==> src/rtl/irqc_pkg.sv <==
package irqc_pkg;
  // Arming state of the stack-pointer pair interlock
  typedef struct packed {
    logic sp1_seen;
    logic sp2_seen;
  } sp_arm_t;

  function automatic logic pair_ready(input sp_arm_t a);
    return a.sp1_seen & a.sp2_seen;
  endfunction
endpackage

==> src/rtl/irqc_flag_bank.sv <==
module irqc_flag_bank #(
  parameter int DATA_W = 4,
  parameter logic [DATA_W-1:0] USED = '1
) (
  input  logic              clk,
  input  logic              rst,
  input  logic [DATA_W-1:0] evt,
  input  logic              flag_we,
  input  logic              mask_we,
  input  logic [DATA_W-1:0] wdata,
  output logic [DATA_W-1:0] flag_q,
  output logic [DATA_W-1:0] mask_q,
  output logic              hit
);
  logic [DATA_W-1:0] clr;
  logic [DATA_W-1:0] flag_d;

  assign clr    = flag_we ? wdata : '0;
  // set dominates clear so no event is lost
  assign flag_d = ((flag_q & ~clr) | evt) & USED;

  always_ff @(posedge clk) begin
    if (rst) begin
      flag_q <= '0;
      mask_q <= '0;
    end else begin
      flag_q <= flag_d;
      if (mask_we) mask_q <= wdata & USED;
    end
  end

  assign hit = |(flag_q & mask_q);

  AST_EVT_SETS_FLAG: assert property (@(posedge clk) disable iff (rst)
    1'b1 |=> ((flag_q & $past(evt & USED)) == $past(evt & USED)));

  AST_NO_SPURIOUS_SET: assert property (@(posedge clk) disable iff (rst)
    1'b1 |=> ((flag_q & ~$past(flag_q) & ~$past(evt)) == '0));

  AST_ZERO_WRITE_KEEPS: assert property (@(posedge clk) disable iff (rst)
    !flag_we |=> ((flag_q & $past(flag_q)) == $past(flag_q)));
endmodule

==> src/rtl/irqc_sp_interlock.sv <==
module irqc_sp_interlock
  import irqc_pkg::*;
(
  input  logic clk,
  input  logic rst,
  input  logic sp1_wr,
  input  logic sp2_wr,
  output logic ready
);
  sp_arm_t arm_q, arm_d;

  always_comb begin
    arm_d = arm_q;
    if (pair_ready(arm_q)) begin
      // a lone write re-opens the pair: the other half must follow
      if (sp1_wr && !sp2_wr) arm_d.sp2_seen = 1'b0;
      if (sp2_wr && !sp1_wr) arm_d.sp1_seen = 1'b0;
    end else begin
      arm_d.sp1_seen = arm_q.sp1_seen | sp1_wr;
      arm_d.sp2_seen = arm_q.sp2_seen | sp2_wr;
    end
  end

  always_ff @(posedge clk) begin
    if (rst) arm_q <= '0;
    else     arm_q <= arm_d;
  end

  assign ready = pair_ready(arm_q);

  AST_LONE_STROBE_BLOCKS: assert property (@(posedge clk) disable iff (rst)
    (ready && (sp1_wr != sp2_wr)) |=> !ready);

  AST_PAIR_KEEPS_READY: assert property (@(posedge clk) disable iff (rst)
    (ready && sp1_wr && sp2_wr) |=> ready);

  AST_READY_NEEDS_STROBE: assert property (@(posedge clk) disable iff (rst)
    (!ready && !sp1_wr && !sp2_wr) |=> !ready);
endmodule

==> src/rtl/irqc_req_gen.sv <==
module irqc_req_gen #(
  parameter int NUM_BANKS = 2
) (
  input  logic                 clk,
  input  logic                 rst,
  input  logic                 ready,
  input  logic                 int_en,
  input  logic                 nmi_req,
  input  logic [NUM_BANKS-1:0] hits,
  output logic                 irq_o,
  output logic                 nmi_o
);
  always_ff @(posedge clk) begin
    if (rst) begin
      irq_o <= 1'b0;
      nmi_o <= 1'b0;
    end else begin
      irq_o <= ready & int_en & (|hits);
      nmi_o <= ready & nmi_req;
    end
  end

  AST_IRQ_HELD_OFF: assert property (@(posedge clk) disable iff (rst)
    !ready |=> !irq_o);

  AST_NMI_HELD_OFF: assert property (@(posedge clk) disable iff (rst)
    !ready |=> !nmi_o);

  AST_PENDING_REFIRES: assert property (@(posedge clk) disable iff (rst)
    (ready && int_en && (|hits)) |=> irq_o);
endmodule

==> src/rtl/irq_factor_ctrl.sv <==
module irq_factor_ctrl #(
  parameter int ADDR_W    = 8,
  parameter int DATA_W    = 4,
  parameter int NUM_BANKS = 2,
  parameter int MASK_BASE = 'hF0,
  parameter int FLAG_BASE = 'hF8,
  parameter logic [NUM_BANKS*DATA_W-1:0] USED_BITS = 8'h3F
) (
  input  logic                        clk,
  input  logic                        rst,
  input  logic [ADDR_W-1:0]           bus_addr,
  input  logic                        bus_wr,
  input  logic [DATA_W-1:0]           bus_wdata,
  output logic [DATA_W-1:0]           bus_rdata,
  input  logic [NUM_BANKS*DATA_W-1:0] evt_i,
  input  logic                        int_en_i,
  input  logic                        nmi_req_i,
  input  logic                        sp1_wr_i,
  input  logic                        sp2_wr_i,
  output logic                        irq_o,
  output logic                        nmi_o
);
  localparam int EVT_W = NUM_BANKS * DATA_W;

  logic [NUM_BANKS-1:0] flag_sel, mask_sel, hits;
  logic [EVT_W-1:0]     flag_all, mask_all;
  logic [DATA_W-1:0]    rd_mux;
  logic                 ready;

  for (genvar b = 0; b < NUM_BANKS; b++) begin : g_bank
    assign flag_sel[b] = (bus_addr == ADDR_W'(FLAG_BASE + b));
    assign mask_sel[b] = (bus_addr == ADDR_W'(MASK_BASE + b));

    irqc_flag_bank #(
      .DATA_W (DATA_W),
      .USED   (USED_BITS[b*DATA_W +: DATA_W])
    ) u_bank (
      .clk     (clk),
      .rst     (rst),
      .evt     (evt_i[b*DATA_W +: DATA_W]),
      .flag_we (bus_wr & flag_sel[b]),
      .mask_we (bus_wr & mask_sel[b]),
      .wdata   (bus_wdata),
      .flag_q  (flag_all[b*DATA_W +: DATA_W]),
      .mask_q  (mask_all[b*DATA_W +: DATA_W]),
      .hit     (hits[b])
    );
  end

  always_comb begin
    rd_mux = '0;
    for (int b = 0; b < NUM_BANKS; b++) begin
      if (flag_sel[b]) rd_mux = flag_all[b*DATA_W +: DATA_W];
      if (mask_sel[b]) rd_mux = mask_all[b*DATA_W +: DATA_W];
    end
  end

  always_ff @(posedge clk) begin
    if (rst) bus_rdata <= '0;
    else     bus_rdata <= rd_mux;
  end

  irqc_sp_interlock u_lock (
    .clk    (clk),
    .rst    (rst),
    .sp1_wr (sp1_wr_i),
    .sp2_wr (sp2_wr_i),
    .ready  (ready)
  );

  irqc_req_gen #(.NUM_BANKS(NUM_BANKS)) u_req (
    .clk     (clk),
    .rst     (rst),
    .ready   (ready),
    .int_en  (int_en_i),
    .nmi_req (nmi_req_i),
    .hits    (hits),
    .irq_o   (irq_o),
    .nmi_o   (nmi_o)
  );

  AST_UNUSED_READ_ZERO: assert property (@(posedge clk) disable iff (rst)
    (bus_rdata & ~(USED_BITS[2*DATA_W-1:DATA_W]) & {DATA_W{1'b1}}) == '0
    || !$past(flag_sel[1] || mask_sel[1]));
endmodule

==> config.mk <==
export PLATFORM = sky130hd
export DESIGN_NAME = irq_factor_ctrl
export DESIGN_NICKNAME = d
export VERILOG_FILES = /design/src/rtl/irqc_pkg.sv /design/src/rtl/irqc_flag_bank.sv /design/src/rtl/irqc_sp_interlock.sv /design/src/rtl/irqc_req_gen.sv /design/src/rtl/irq_factor_ctrl.sv
export SDC_FILE = /design/constraint.sdc
export NUM_CORES = 1
export LEC_CHECK = 0
export BUFFER_PORTS_ARGS = -buffer_cell sky130_fd_sc_hd__buf_2
export CORE_UTILIZATION = 42
export CTS_CLUSTER_SIZE = 30
export DETAILED_ROUTE_END_ITERATION = 10
export GPL_ROUTABILITY_DRIVEN = 0
export PLACE_DENSITY = 0.69
export SYNTH_ARGS = -nofsm -noshare
export SYNTH_HDL_FRONTEND = slang
export SYNTH_SLANG_ARGS = --single-unit
==> constraint.sdc <==
create_clock -name clk -period 1.35 [get_ports clk]
set_clock_uncertainty 0.15 [all_clocks]
set_input_delay 0.2025 -clock clk [delete_from_list [all_inputs] [get_ports clk]]
set_output_delay 0.2025 -clock clk [all_outputs]
set_load 0.005 [all_outputs]
==> flow_metrics.py <==
metrics = {
    "placement": {
        "portBuffers": 30,
        "dpl-instance-area_sq_um": 1090,
        "dp.cells": 144,
        "dpl.hpwl_um": 1460,
    },
    "floorplan": {
        "start_util_pct": 45.9,
        "dieArea_sq_um": 2400,
        "ios": 33,
        "rows": 16,
        "die_w_um": 49.0,
        "die_y_um": 49.0,
        "fp.coreArea_sq_um": 2020,
    },
    "detailed_routing": {
        "avgRoutedWirePerCell_um": 12.5,
        "ant_nets": 0,
        "drt-vias-per-instance": 5.22,
        "remaining_drc_errors": 0,
        "drt_iter0_markers": 15,
        "drt-pass1-iter-count": 4,
        "routed_wl_um": 1940,
        "route.vias.total": 809,
    },
    "timing": {
        "min_period_over_period_pct": 92.0,
        "rsz0062_at_grt": "no",
        "max_freq_mhz": 805,
        "worstMarginPinSlew_ns": 0.348,
        "final_max_slew_viol_count": 0,
        "hold_viol": 0,
        "post-route-min-period_ns": 1.24,
        "relSlewSlack_pct": 76.8,
        "setup_viol": 0,
        "setup_tns_ns": 0,
    },
    "grt": {
        "grt_usage_pct": 17.3,
        "grt.overflow.total": 0,
        "grt_pass1_vias": 745,
        "grt_pass1_wl_um": 3200,
        "grt_max_degree": 25,
        "grt_antenna_before_repair": 0,
    },
    "synth": {
        "synth_seq_cells": 20,
        "async_flop_share_pct": 0,
        "yosysWarnings": 0,
        "synth_nets": 117,
        "ys.flop_type": "dfxtp_1",
        "syn_avg_cell_area_sq_um": 10.3,
        "synth.distinct_cells": 27,
        "syn-cell-area_sq_um": 927,
        "syn_inst": 90,
        "synth-edff-count": 0,
        "yosysSeqAreaShare_pct": 43.2,
    },
    "setup_path": {
        "regToRegEndpoint": "bus_rdata[1]",
        "crit_fanout": 3,
        "reg2regPathDepth": 2,
        "worstReg2RegStart": "g_bank[1].u_bank.flag_q[1]",
        "r2r_slack_ns": 0.14,
        "cp-start-kind": "primary input",
        "endpoint_kind": "register",
        "cp.required_ns": 1.41,
        "timing.critical_path.arrival_ns": 1.31,
        "crit_type": "in2reg",
    },
    "final_layout": {
        "final-seq-area_sq_um": 400,
        "finalNonFillerCells": 155,
        "drive_gt1_share_pct": 33.6,
        "antennaDiodeCount": 0,
        "multi_input_area_sq_um": 483,
        "area_growth_pct": 31.2,
        "fillers": 178,
        "fin_nets": 156,
        "final_area_sq_um": 1220,
    },
    "cts": {
        "cts_setup_buffers": 0,
        "clock_latency_ns": 0.30,
        "clk_pin_slew_ns": 0.10,
        "numCtsBuffers": 3,
        "cts_tree": "yes",
        "h-tree-depth": 1,
        "numClockSinks": 20,
        "cts_root_buf": "clkbuf_4",
        "ctsLongestPathBuffers": 2,
    },
    "power_and_ir_drop": {
        "power.share.clock_pct": 38.5,
        "p_leak_uw": 0.000529,
        "power_frac_comb_pct": 10.9,
        "powerDensity_nw_per_um2": 1010,
        "ir_worst_vdd_uv": 707,
        "intPower_uw": 984,
        "seqPwrFrac_pct": 50.6,
        "power.switching_uw": 249,
        "p_sw_share_pct": 20.2,
    },
    "run_status": {
        "status": "complete, no violations",
    },
    "hold_path": {
        "hold_path.class": "in2reg",
        "hold_path_depth": 3,
        "min_to": "g_bank[0].u_bank.flag_q[0]",
        "worstHoldStart": "evt_i[0]",
    },
    "run": {
        "drv_cap": 0,
    },
}
## repair_timing
action / CTS / global route
setup endpoints to repair: 0 / 0
hold buffers: 7 / 0
gates resized for setup: 0 / 0
endpoints found under the hold margin: 8 / 0
## state kept, by name (all words and copies together) (netlist names)
signal / count
g_bank.u_bank.flag_q: 6
g_bank.u_bank.mask_q: 6
bus_rdata: 4
u_lock.arm_q: 2
u_req.irq_o: 1
u_req.nmi_o: 1
## cell type report
type                       instances  area share [%]
inverter                           5            1.54
tap                               27            2.78
sequential                        20            32.9
multi-input combinational         61            39.7
timing repair buffer              38            18.7
clock inverter                     1            2.47
clock buffer                       3            1.85
## kinds of logic (layout without fill, tap and decap cells)
kind of cell           count (synthesis)  after routing  share of synthesized area [%]
and+or+nand+nor                       39             39                           29.0
DFF                                   20             20                           43.2
AOI/OAI and AO/OA                     12             12                           9.58
muxes                                 10             10                           13.5
buffers and inverters                  9             47                           4.72
## cells in the final DEF, fill, tap and decap left out, types with 3 or more instances in the layout
| cell type | n |
|---|---|
| a22oi_1 | 3 |
| a311oi_1 | 4 |
| buf_2 | 30 |
| clkbuf_4 | 3 |
| dfxtp_1 | 20 |
| dlygate4sd3_1 | 7 |
| inv_1 | 5 |
| mux2i_1 | 8 |
| nand2b_1 | 10 |
| nor2_1 | 10 |
## per-stage QoR
stage          total power [uW]  hold WS [ns]  utilization [%]  setup WS (ns)
2_1_floorplan               702         0.161                -          0.172
3_3_place_gp                751         0.260             54.1         0.0367
3_5_place_dp                755         0.269             54.1         0.0318
4_1_cts                    1250      0.000633             60.1          0.113
5_1_grt                    1290      0.000193             60.1         0.0544
6_report                   1230        0.0129             60.1          0.108
## per-layer routing
layer	GRT usage [%]	wire, um	vias up	part of all wire (%)
met1	21.2	922	365	47
li1	-	-	409	-
met4	7.35	21	0	1.1
met5	0	0	-	0
met2	29.2	892	31	46
met3	3.43	106	4	5.5
## synth_stat cells, types with 2 or more instances
| library cell | instances | share of area, % |
|---|---|---|
| dfxtp_1 | 20 | 43 |
| nand2b_1 | 10 | 6.7 |
| nor2_1 | 10 | 4.0 |
| mux2i_1 | 8 | 8.6 |
| inv_1 | 5 | 2.0 |
| a311oi_1 | 4 | 3.8 |
| a22oi_1 | 3 | 2.4 |
| a211oi_1 | 2 | 1.6 |
| a21oi_1 | 2 | 1.1 |
| and3_1 | 2 | 1.3 |
| and4b_2 | 2 | 2.4 |
| buf_2 | 2 | 1.1 |
| mux4_2 | 2 | 4.9 |
| nand2_1 | 2 | 0.81 |
| nand3_1 | 2 | 1.1 |
| nor3b_1 | 2 | 1.6 |
| nor4_1 | 2 | 1.3 |
## critical path: stages
cell and delay [ns]:
dlygate4sd3_1 0.53, buf_2 0.13, and4b_2 0.22, a211oi_1 0.22
## how the worst max path moves through the flow
stage / depth (start not counted) / slack, ns / start / to
floorplan: 3 / 0.17 / bus_addr[0] / bus_rdata[0]
global placement: 3 / 0.04 / bus_addr[0] / bus_rdata[0]
detailed placement: 3 / 0.03 / bus_addr[0] / bus_rdata[1]
CTS: 4 / 0.11 / bus_wdata[1] / g_bank[1].u_bank.flag_q[1]
global route: 4 / 0.05 / bus_wdata[1] / g_bank[1].u_bank.flag_q[1]
finish: 4 / 0.11 / bus_wdata[1] / g_bank[1].u_bank.flag_q[1]
## power by group through the flow
stage	logic, uW	clock network [uW]	registers, uW
global placement	115	0	635
CTS	135	494	623
global route	150	510	626
detailed placement	119	0	636
floorplan	70.1	0	631
finish	135	474	624
Power figures use the tool's default switching activity.
